--- src/rtl/regacc_pkg.sv ---
package regacc_pkg;

  localparam int HOST_W = 32;
  localparam int DATA_W = 16;
  localparam int ADDR_W = HOST_W - DATA_W - 1;
  localparam int SEL_W  = 2;
  localparam int STW    = 3;

  // status word field positions (host software decodes these)
  localparam int ST_LSB   = DATA_W;
  localparam int PEND_BIT = DATA_W + STW;
  localparam int SYNC_BIT = DATA_W + STW + 1;
  localparam int INIT_BIT = DATA_W + STW + 2;

  typedef enum logic [STW-1:0] {
    ST_IDLE      = 3'd0,
    ST_REQ       = 3'd2,
    ST_WAIT_DONE = 3'd4,
    ST_WAIT_VCLR = 3'd6
  } port_state_e;

  typedef enum logic [SEL_W-1:0] {
    SEL_ENABLE = 2'd0,
    SEL_INIT   = 2'd1,
    SEL_CMD    = 2'd2,
    SEL_VCLR   = 2'd3
  } host_sel_e;

  typedef struct packed {
    logic              is_write;
    logic [ADDR_W-1:0] addr;
    logic [DATA_W-1:0] data;
  } cmd_t;

  function automatic cmd_t decode_cmd(input logic [HOST_W-1:0] word);
    cmd_t c;
    c.is_write = word[HOST_W-1];
    c.addr     = word[HOST_W-2:DATA_W];
    c.data     = word[DATA_W-1:0];
    return c;
  endfunction

  function automatic logic [HOST_W-1:0] pack_status(
    input port_state_e       st,
    input logic              pending,
    input logic              sync_idle,
    input logic              init_done,
    input logic [DATA_W-1:0] rdata
  );
    logic [HOST_W-1:0] w;
    w = '0;
    w[DATA_W-1:0]          = rdata;
    w[ST_LSB+STW-1:ST_LSB] = st;
    w[PEND_BIT]            = pending;
    w[SYNC_BIT]            = sync_idle;
    w[INIT_BIT]            = init_done;
    return w;
  endfunction

endpackage

--- src/rtl/regacc_host_regs.sv ---
module regacc_host_regs
  import regacc_pkg::*;
#(
  parameter int HW = HOST_W,
  parameter int SW = SEL_W
) (
  input  logic          clk,
  input  logic          rst_n,
  input  logic          hw_valid,
  input  logic [SW-1:0] hw_sel,
  input  logic [HW-1:0] hw_data,
  output logic          enable_q,
  output logic          init_done_q,
  output logic          cmd_wr,
  output logic [HW-1:0] cmd_word,
  output logic          vclr_wr
);

  logic sel_en, sel_init;

  assign sel_en   = hw_valid && (hw_sel == SEL_ENABLE);
  assign sel_init = hw_valid && (hw_sel == SEL_INIT);
  assign cmd_wr   = hw_valid && (hw_sel == SEL_CMD);
  assign vclr_wr  = hw_valid && (hw_sel == SEL_VCLR) && hw_data[0];
  assign cmd_word = hw_data;

  always_ff @(posedge clk or negedge rst_n) begin
    if (!rst_n) begin
      enable_q    <= 1'b0;
      init_done_q <= 1'b0;
    end else begin
      if (sel_en)   enable_q    <= hw_data[0];
      if (sel_init) init_done_q <= hw_data[0];
    end
  end

endmodule

--- src/rtl/regacc_cmd_fsm.sv ---
module regacc_cmd_fsm
  import regacc_pkg::*;
#(
  parameter int DW = DATA_W,
  parameter int AW = ADDR_W
) (
  input  logic          clk,
  input  logic          rst_n,
  input  logic          enable,
  input  logic          cmd_wr,
  input  cmd_t          cmd,
  input  logic          vclr_wr,
  input  logic          ack_i,
  input  logic          done_i,
  input  logic [DW-1:0] rdata_i,
  output port_state_e   state_q,
  output logic          cmd_accept,
  output logic          req_o,
  output logic          req_write_o,
  output logic [AW-1:0] req_addr_o,
  output logic [DW-1:0] req_wdata_o,
  output logic [DW-1:0] rdata_q
);

  port_state_e state_d;
  cmd_t        cur_q;

  assign cmd_accept  = cmd_wr && enable && (state_q == ST_IDLE);
  assign req_o       = (state_q == ST_REQ);
  assign req_write_o = cur_q.is_write;
  assign req_addr_o  = cur_q.addr;
  assign req_wdata_o = cur_q.data;

  always_comb begin
    state_d = state_q;
    unique case (state_q)
      ST_IDLE:      if (cmd_accept) state_d = ST_REQ;
      ST_REQ:       if (ack_i) state_d = ST_WAIT_DONE;
      ST_WAIT_DONE: if (done_i) state_d = cur_q.is_write ? ST_IDLE : ST_WAIT_VCLR;
      ST_WAIT_VCLR: if (vclr_wr) state_d = ST_IDLE;
      default:      state_d = ST_IDLE;
    endcase
  end

  always_ff @(posedge clk or negedge rst_n) begin
    if (!rst_n) begin
      state_q <= ST_IDLE;
      cur_q   <= '0;
      rdata_q <= '0;
    end else begin
      state_q <= state_d;
      if (cmd_accept) cur_q <= cmd;
      if (state_q == ST_WAIT_DONE && done_i && !cur_q.is_write) rdata_q <= rdata_i;
    end
  end

endmodule

--- src/rtl/regacc_status_pack.sv ---
module regacc_status_pack
  import regacc_pkg::*;
#(
  parameter int DW = DATA_W,
  parameter int HW = HOST_W
) (
  input  port_state_e   state,
  input  logic [DW-1:0] rdata,
  input  logic          eng_busy,
  input  logic          init_done,
  output logic          pending,
  output logic          sync_idle,
  output logic [HW-1:0] status
);

  assign pending   = (state == ST_REQ);
  assign sync_idle = !eng_busy && !pending;
  assign status    = pack_status(state, pending, sync_idle, init_done, rdata);

endmodule

--- src/rtl/regacc_cmd_port.sv ---
module regacc_cmd_port
  import regacc_pkg::*;
#(
  parameter int HW = HOST_W,
  parameter int DW = DATA_W,
  parameter int AW = ADDR_W,
  parameter int SW = SEL_W
) (
  input  logic          clk,
  input  logic          rst_n,
  input  logic          hw_valid,
  input  logic [SW-1:0] hw_sel,
  input  logic [HW-1:0] hw_data,
  output logic [HW-1:0] status_o,
  output logic          req_o,
  output logic          req_write_o,
  output logic [AW-1:0] req_addr_o,
  output logic [DW-1:0] req_wdata_o,
  input  logic          ack_i,
  input  logic          done_i,
  input  logic [DW-1:0] rdata_i,
  input  logic          eng_busy_i
);

  logic          enable_q, init_done_q, cmd_wr, vclr_wr, cmd_accept;
  logic          pending, sync_idle;
  logic [HW-1:0] cmd_word;
  logic [DW-1:0] rdata_q;
  port_state_e   state_q;
  cmd_t          cmd;

  assign cmd = decode_cmd(cmd_word);

  regacc_host_regs #(.HW(HW), .SW(SW)) u_regs (
    .clk(clk), .rst_n(rst_n), .hw_valid(hw_valid), .hw_sel(hw_sel),
    .hw_data(hw_data), .enable_q(enable_q), .init_done_q(init_done_q),
    .cmd_wr(cmd_wr), .cmd_word(cmd_word), .vclr_wr(vclr_wr)
  );

  regacc_cmd_fsm #(.DW(DW), .AW(AW)) u_fsm (
    .clk(clk), .rst_n(rst_n), .enable(enable_q), .cmd_wr(cmd_wr), .cmd(cmd),
    .vclr_wr(vclr_wr), .ack_i(ack_i), .done_i(done_i), .rdata_i(rdata_i),
    .state_q(state_q), .cmd_accept(cmd_accept), .req_o(req_o),
    .req_write_o(req_write_o), .req_addr_o(req_addr_o),
    .req_wdata_o(req_wdata_o), .rdata_q(rdata_q)
  );

  regacc_status_pack #(.DW(DW), .HW(HW)) u_stat (
    .state(state_q), .rdata(rdata_q), .eng_busy(eng_busy_i),
    .init_done(init_done_q), .pending(pending), .sync_idle(sync_idle),
    .status(status_o)
  );

endmodule

--- config.mk ---
export PLATFORM = sky130hd
export DESIGN_NAME = regacc_cmd_port
export DESIGN_NICKNAME = d
export VERILOG_FILES = /design/src/rtl/regacc_pkg.sv /design/src/rtl/regacc_host_regs.sv /design/src/rtl/regacc_cmd_fsm.sv /design/src/rtl/regacc_status_pack.sv /design/src/rtl/regacc_cmd_port.sv
export SDC_FILE = /design/constraint.sdc
export NUM_CORES = 1
export LEC_CHECK = 0
export CAP_MARGIN = 20
export CORE_AREA = 2 2 71 73
export CTS_BUF_LIST = sky130_fd_sc_hd__clkbuf_16
export DETAILED_ROUTE_END_ITERATION = 16
export DIE_AREA = 0 0 73 75
export DONT_BUFFER_PORTS = 1
export HOLD_SLACK_MARGIN = 0.12
export PLACE_DENSITY = 0.63
export REMOVE_ABC_BUFFERS = 1
export SKIP_LAST_GASP = 1
export SYNTH_ARGS = -nofsm -noshare
export SYNTH_HDL_FRONTEND = slang
export SYNTH_SLANG_ARGS = --single-unit
--- constraint.sdc ---
create_clock -name clk -period 1.49 [get_ports clk]
set_input_delay 0.298 -clock clk [delete_from_list [all_inputs] [get_ports clk]]
set_output_delay 0.298 -clock clk [all_outputs]
set_load 0.01 [all_outputs]
Word level (Yosys, flattened, before mapping). Index checks and enable logic that the tools add are counted.

Memories kept: 0. Flip-flop bits (word level): 53. ROM bits: 0. Word-level logic and storage cells: 39. Latch bits: 0. Input port bits: 56. Memory bits (writable): 0.

Reduce and logical (&&, ||, !) cells: 16. Eq/ne operators: 10. Multipliers: 0. Divide/modulo/power cells: 0. Magnitude comparators: 0. Add/subtract/negate cells: 0. Shift-type cells: 0. Bitwise operators: 0. Muxes and demuxes: 6.

Operator list (count): 3-bit 2-to-1 mux (5); 3-bit one-hot mux with 4 select lines (1); 1-bit logical AND (10); 3-bit == test, second input constant (2); 2-bit inequality test, second input constant (3); 2-bit == test, second input constant (2); 4-bit AND reduction (1); 3-bit by 2-bit == test with 1-bit output, second input constant (1); 1-bit zero test (3); 3-bit zero test (1); 2-bit by 1-bit == test with 1-bit output, second input constant (1); 2-bit zero test (1); 2-bit by 1-bit inequality test with 1-bit output, second input constant (1).

Logic depth before layout (Yosys ltp). Gate-level depths: netlist of the first run.

Depth after elaboration: 6. Gate-level depth with buffers: 4.

Cells and area by module. A second synthesis of the first run with hierarchy kept.

Cell total of the unflattened synthesis: 194. Area, all modules: 2596.2 µm².

By module, submodules not included: regacc_cmd_fsm (cells an instance 117, area an instance 1984.4 µm², times used 1, sequential area each 1251.2 µm²); regacc_host_regs (cells an instance 42, area an instance 351.6 µm², times used 1, sequential area each 50.0 µm²); regacc_status_pack (cells an instance 35, area an instance 260.2 µm², times used 1, sequential area each 0.0 µm²).

Worst setup path after synthesis of the first run. OpenSTA, ideal clock, no wires.

Path type: register to register. Start: register u_fsm.state_q[1]. End: register u_fsm.rdata_q[0]. Arrival time: 1422 ps. Stages on the path, launching flop included: 5. Clock period less this slack: 1547 ps. Setup time: 125 ps. Data required time: 1365 ps. Buffers on the path: 2. Slack: -57 ps. Cells stage by stage: dfrtp_1 -> nor4bb_1 -> buf_2 -> buf_4 -> mux2_2.

Word-level cells in the longest chain between the ends: 3.

RTL lines: start: declaration (RTL line regacc_cmd_fsm.sv:16) `output port_state_e state_q,`; start signal: assignment (RTL line regacc_cmd_fsm.sv:51) `state_q <= state_d;`; 3-bit == test (RTL line regacc_cmd_fsm.sv:53) `if (state_q == ST_WAIT_DONE && done_i && !cur_q.is_write) rdata_q <= rdata_i;`; 1-bit logical AND (2 in series) (RTL line regacc_cmd_fsm.sv:53); end signal: assignment (RTL line regacc_cmd_fsm.sv:53); end: declaration (RTL line regacc_cmd_fsm.sv:22) `output logic [DW-1:0] rdata_q`.

Every way passes these cells. A chain may end at the register's enable or synchronous reset.

Worst setup path in the final report of the first run.
Start: register u_fsm.state_q[1]. End: output status_o[20].

Word-level cells in the longest chain between the ends: 3.

RTL lines: 3-bit by 2-bit == test with 1-bit output (RTL line regacc_status_pack.sv:16) `assign pending = (state == ST_REQ);`; 1-bit zero test (RTL line regacc_status_pack.sv:17) `assign sync_idle = !eng_busy && !pending;`; 1-bit logical AND (RTL line regacc_status_pack.sv:17); end: declaration (RTL line regacc_cmd_port.sv:14) `output logic [HW-1:0] status_o,`.

Every way passes these cells.

==> reports/summary.txt, run 1 <==
result of the run: complete, but fails checks
violations in the final reports: negative hold slack, negative setup slack
xor/xnor share of the synthesized area: 0%
simple-gate share of the synthesized area: 4.06%
overall die height: 75 µm
Detailed Route WL: 4140 µm
1st-pass router iterations: 4
overall die area: 5480 µm²
post-route setup slack: -43.7 ps
H-tree level count: 2
post-synthesis average cell area: 16.1 µm²
CTS buffer count: 5
TritonCTS clock tree: done
crit path time final: 1530 ps
fraction of the mapped netlist area in adder cells: 0%
mean number of vias per cell: 5.51
leading cell type in the layout, fill and taps excluded: dfrtp_1
CP Max Fanout: 4
dominant combinational cell family by area after synthesis: multiplexers
total power divided by cell area: 2100 nW/µm²
count of non-filler cells in the finished layout: 202
setup repair after global routing missed its margin: true
cell breakdown of the critical path: buf_4, and2b_1, nor2_2
number of routed nets with antenna violations: 0
top library cells by usage in the layout, fill and taps aside: dfrtp_1, mux2_4, conb_1
clock-pin slew on the worst setup and hold paths: 60 ps
placed instance area: 2300 µm²
I/O pin total: 121
first-pass GRT wire length: 5610 µm
initial core utilization: 48.3%
setup_tns: -911 ps
synth unique cells: 22
Seq/Total Area, Yosys: 57.8%
area occupied by multi-input gates: 917 µm²
Filler cells: 338
Wirelength per Cell: 20.5 µm
Core Footprint: 4660 µm²
number of diodes added for antenna fixing: 0
final estimated routing congestion in global placement: 0.646
horizontal die dimension: 73 µm
data required time of the worst path: 1190 ps
setup violators final: 37
total routing usage reported by global routing: 14.1%
slowest stage cell, crit path: dfrtp_2
Setup Skew: 6.44 ps
clock sink count: 52
Residual DRC: 0
CP Buf/Inv Count: 1
share of cell area taken by muxes after synthesis: 29.9%
startpoint kind of the worst setup timing path: register
max cap viols: 0
period utilization: 103%
number of hold-slack violations in the final timing report: 52
synthesized flop and latch total: 52
gate family responsible for the most delay along the worst path: flip-flops
total congestion overflow after global routing: 0
via count: 1,114
final net count: 203
achievable clock frequency: 652 MHz
Pleak: 1.30 nW
post-synthesis cell count: 140
cell taking the most area after synthesis: dfrtp_1
root buffer cell: clkbuf_16
ranking of synthesized cells by area: dfrtp_1, mux2_4, mux2_2
number of DRC violations after detailed-routing iteration 0: 43
synthesized cell area: 2250 µm²
initial antenna violation count: 0
path class of the lowest-slack min-delay path: in2async
placed cell count: 192
Final Hold Slack: -292 ps
path type of the worst setup path: reg2out
post-layout power: 0.00542 W
final count of pins violating max slew: 0
vias in the first global route: 1,130
detailed placer's ending HPWL: 2900 µm
Critical Path Max Stage Delay: 450 ps
crit path capture type: output port
top-area cell type share of the netlist area: 57.8%
I/O Buffers: 0
maximum vdd ir drop: 0.000994 V
Max Buffers Root-to-Sink: 2
FF+latch area: 1300 µm²
insertion delay to the later sink of the worst-skew pair: 280 ps
Synth Area in Compound Gates: 1.17%
area added between synthesis and finish: 14.6%
standard-cell rows: 25
share of final-layout standard cells stronger than drive strength 1: 48.6%
synth warn: 0
worst setup slack before clock tree synthesis: -66.3 ps
maximum number of pins on one net before global-route repair: 53
worst path arrival time: 1240 ps
final standard cell area without fillers: 2580 µm²
power by group:
part	internal, W	switching (W)
Combinational	0.00100	0.000407
Clock	0.000788	0.000469
Sequential	0.00202	0.000743
Total	0.00381	0.00162
final timing paths:
path,slack [ps],from,cells past startpoint,end
worst max register to register,-40,u_fsm.state_q[2],4,u_fsm.req_addr_o[5]
worst min register to register,540,u_regs.enable_q,1,u_regs.enable_q
worst min-delay path,-290,rst_n,0,u_fsm.rdata_q[7]
max in group asynchronous,1670,rst_n,0,u_fsm.state_q[1]
min in group clk,130,ack_i,2,u_fsm.state_q[2]
worst max-delay path,-40,u_fsm.state_q[1],3,status_o[20]
Yosys cell counts:
master,n
dfrtp_1,52
mux2_4,29
mux2_2,21
buf_4,15
buf_6,3
nand2_1,3
nand3b_1,2
a21oi_1,1
a22oi_1,1
and2b_1,1
buf_2,1
conb_1,1
inv_1,1
nand3_1,1
nand3_2,1
nor2_1,1
nor2b_1,1
nor3b_1,1
nor4b_2,1
nor4bb_1,1
o211ai_1,1
o22ai_1,1
what timing repair did:
item,in CTS,in global routing
cloned,0,1
hold endpoints to repair,52,52
pin swaps,1,0
setup endpoints to repair,35,51
setup buffers,0,1
gates resized for setup,2,20
flip-flops by register name, summed over array words and instances, names as in the netlist:
name / count
u_fsm.req_wdata_o: 16
u_fsm.rdata_q: 16
u_fsm.req_write_o: 1
u_fsm.state_q: 2
u_regs.enable_q: 1
u_regs.init_done_q: 1
u_fsm.req_addr_o: 15
per-layer routing:
| layer | global-route usage, % | share of wire (%) | vias up |
|---|---|---|---|
| met5 | 0 | 0 | - |
| met2 | 23.8 | 50 | 86 |
| met1 | 15.2 | 37 | 545 |
| met4 | 4.94 | 1.4 | 0 |
| li1 | - | - | 475 |
| met3 | 7.23 | 12 | 8 |
through the flow:
step,utilization [%],hold WS (ps)
6_report,55.3,-292
3_3_place_gp,49.3,3.43
4_1_cts,53.0,-304
3_5_place_dp,49.3,3.50
5_1_grt,55.3,-313
2_1_floorplan,-,2.41
cell type report:
type	instances	share of cell area, %
sequential	52	50.6
multi-input combinational	78	35.6
clock buffer	5	4.85
timing repair buffer	9	4.56
tap	54	2.62
clock inverter	3	1.65
inverter	1	0.146
cell families (layout without fill, tap and decap cells):
kind of cell	after synthesis	count (layout)
flops	52	52
simple gates	13	13
mux	50	50
buf+inv	20	18
other cells	1	11
compound gates	4	4
No activity file was read; power rests on OpenSTA's default activity.
==> inputs of run 2 (changes only) <==
Settings changed: MAX_ROUTING_LAYER set to met4.
==> run 2 against run 1 <==
  * The flow still finishes with violations (negative hold slack, negative setup slack)
  * Fmax is essentially flat
  * Routed wire length hardly changed
  * Sequential share of layout area unchanged
  * Register-to-register slack about the same
  * Critical path depth is 1 higher
  * Critical endpoint is now u_fsm.req_addr_o[5]
  * Count of clock-buffer cells in the layout is the same
==> reports/summary.txt, run 2 (synthesis results as in run 1) <==
crit path capture type: register (was output port)
1st-pass router iterations: 4 (unchanged)
H-tree level count: 2 (unchanged)
setup_tns: -938 ps (was -911 ps)
final count of pins violating max slew: 0 (unchanged)
total congestion overflow after global routing: 0 (unchanged)
placed cell count: 192 (unchanged)
number of diodes added for antenna fixing: 0 (unchanged)
worst path arrival time: 1700 ps (was 1240 ps)
setup violators final: 36 (was 37)
I/O Buffers: 0 (unchanged)
insertion delay to the later sink of the worst-skew pair: 280 ps (about the same)
number of routed nets with antenna violations: 0 (unchanged)
vias in the first global route: 1,128 (was 1,130)
worst setup path startpoint: u_fsm.state_q[2] (was u_fsm.state_q[1])
area added between synthesis and finish: 14.6% (unchanged)
standard-cell rows: 25 (unchanged)
leading cell type in the layout, fill and taps excluded: dfrtp_1 (unchanged)
Final Hold Slack: -292 ps (about the same)
Reg2Reg Capture Point: u_fsm.req_addr_o[5] (unchanged)
setup slack of the worst register-to-register path: -40 ps (about the same)
maximum number of pins on one net before global-route repair: 53 (unchanged)
horizontal die dimension: 73 µm (unchanged)
violations in the final reports: negative hold slack, negative setup slack (unchanged)
max cap viols: 0 (unchanged)
top library cells by usage in the layout, fill and taps aside: dfrtp_1, mux2_4, conb_1 (unchanged)
Max Buffers Root-to-Sink: 2 (unchanged)
post-route setup slack: -43.2 ps (was -43.7 ps)
crit path time final: 1530 ps (about the same)
maximum vdd ir drop: 0.000995 V (was 0.000994 V)
total routing usage reported by global routing: 14.5% (was 14.1%)
result of the run: complete, but fails checks (unchanged)
CTS buffer count: 5 (unchanged)
Detailed Route WL: 4130 µm (was 4140 µm)
initial antenna violation count: 0 (unchanged)
Filler cells: 338 (unchanged)
detailed placer's ending HPWL: 2900 µm (unchanged)
I/O pin total: 121 (unchanged)
startpoint of the most critical register-to-register path: u_fsm.state_q[2] (unchanged)
final estimated routing congestion in global placement: 0.651 (was 0.646)
via count: 1,116 (was 1,114)
Setup Skew: 6.27 ps (was 6.44 ps)
count of non-filler cells in the finished layout: 202 (unchanged)
mean number of vias per cell: 5.52 (was 5.51)
overall die area: 5480 µm² (unchanged)
startpoint kind of the worst setup timing path: register (unchanged)
first-pass GRT wire length: 5600 µm (was 5610 µm)
TritonCTS clock tree: done (unchanged)
path type of the worst setup path: reg2reg (was reg2out)
period utilization: 103% (about the same)
path class of the lowest-slack min-delay path: in2async (unchanged)
root buffer cell: clkbuf_16 (unchanged)
CP Max Fanout: 33 (was 4)
final net count: 203 (unchanged)
number of hold-slack violations in the final timing report: 52 (unchanged)
clock-pin slew on the worst setup and hold paths: 60 ps (about the same)
total power divided by cell area: 2100 nW/µm² (about the same)
setup repair after global routing missed its margin: true (unchanged)
Pleak: 1.30 nW (unchanged)
Wirelength per Cell: 20.5 µm (about the same)
number of DRC violations after detailed-routing iteration 0: 42 (was 43)
capture point of the worst path: u_fsm.req_addr_o[5] (was status_o[20])
Post-Route Utilization: 55.3% (unchanged)
clock sink count: 52 (unchanged)
Core Footprint: 4660 µm² (unchanged)
post-layout power: 0.00542 W (about the same)
achievable clock frequency: 652 MHz (about the same)
initial core utilization: 48.3% (unchanged)
overall die height: 75 µm (unchanged)
data required time of the worst path: 1660 ps (was 1190 ps)
share of final-layout standard cells stronger than drive strength 1: 48.6% (unchanged)
FF-to-FF path depth: 4 (unchanged)
Residual DRC: 0 (unchanged)
-- run 2: cell counts in the layout (fill, tap and decap cells not counted) --
No cell type changed its count.
-- run 2: worst min-delay path by stage --
stage                      from                    to
after floorplan           rst_n      u_fsm.rdata_q[0]
after global placement    rst_n     u_fsm.rdata_q[12]
after detailed placement  rst_n      u_fsm.rdata_q[4]
after CTS                 rst_n     u_fsm.rdata_q[14]
after global routing      rst_n  u_fsm.req_addr_o[11]
final                     rst_n      u_fsm.rdata_q[7]
-- run 2: final cells by class --
class	count	area (µm²)	share of cell area, %
clock inverters	3	42.5	1.65
clock buffers	5	125	4.85
multi-input cells	78	917	35.6
well taps	54	67.6	2.62
flip-flops and latches	52	1300	50.6
repair buffers	9	118	4.56
inverters	1	3.75	0.146
-- run 2: timing repair --
| item | in CTS | in global routing |
|---|---|---|
| pin swaps | 1 | 0 |
| resized for setup | 2 | 20 |
| setup endpoints to repair | 35 | 51 |
| hold endpoints to repair | 52 | 52 |
| cloned | 0 | 1 |
| setup buffers | 0 | 1 |
-- run 2: power by group --
group / switching, W / internal (W) / leakage, nW / total (W)
logic: 0.000407 / 0.00100 / 0.564 / 0.00141
clock network: 0.000467 / 0.000788 / 0.0814 / 0.00126
registers: 0.000743 / 0.00202 / 0.650 / 0.00276
-- run 2: critical path, cell delays in order, from the launching register on --
cell and delay (ps):
dfrtp_2 440, nor4b_4 310, nand3_2 130, buf_12 200, mux2_4 320
-- run 2: routing by layer --
layer	global-route usage [%]	vias to the layer above	part of all wire, %
met5	-	-	0
met1	16.0	547	38
met4	4.94	0	1.3
li1	-	475	-
met3	6.02	9	10
met2	23.8	85	50
-- run 2: per-stage QoR --
| stage | setup slack, ps | cell area, µm² |
|---|---|---|
| 2_1_floorplan | -1200 | 2140 |
| 3_3_place_gp | 9.59 | 2300 |
| 3_5_place_dp | -66.3 | 2300 |
| 4_1_cts | -58.2 | 2470 |
| 5_1_grt | -97.2 | 2580 |
| 6_report | -43.2 | 2580 |
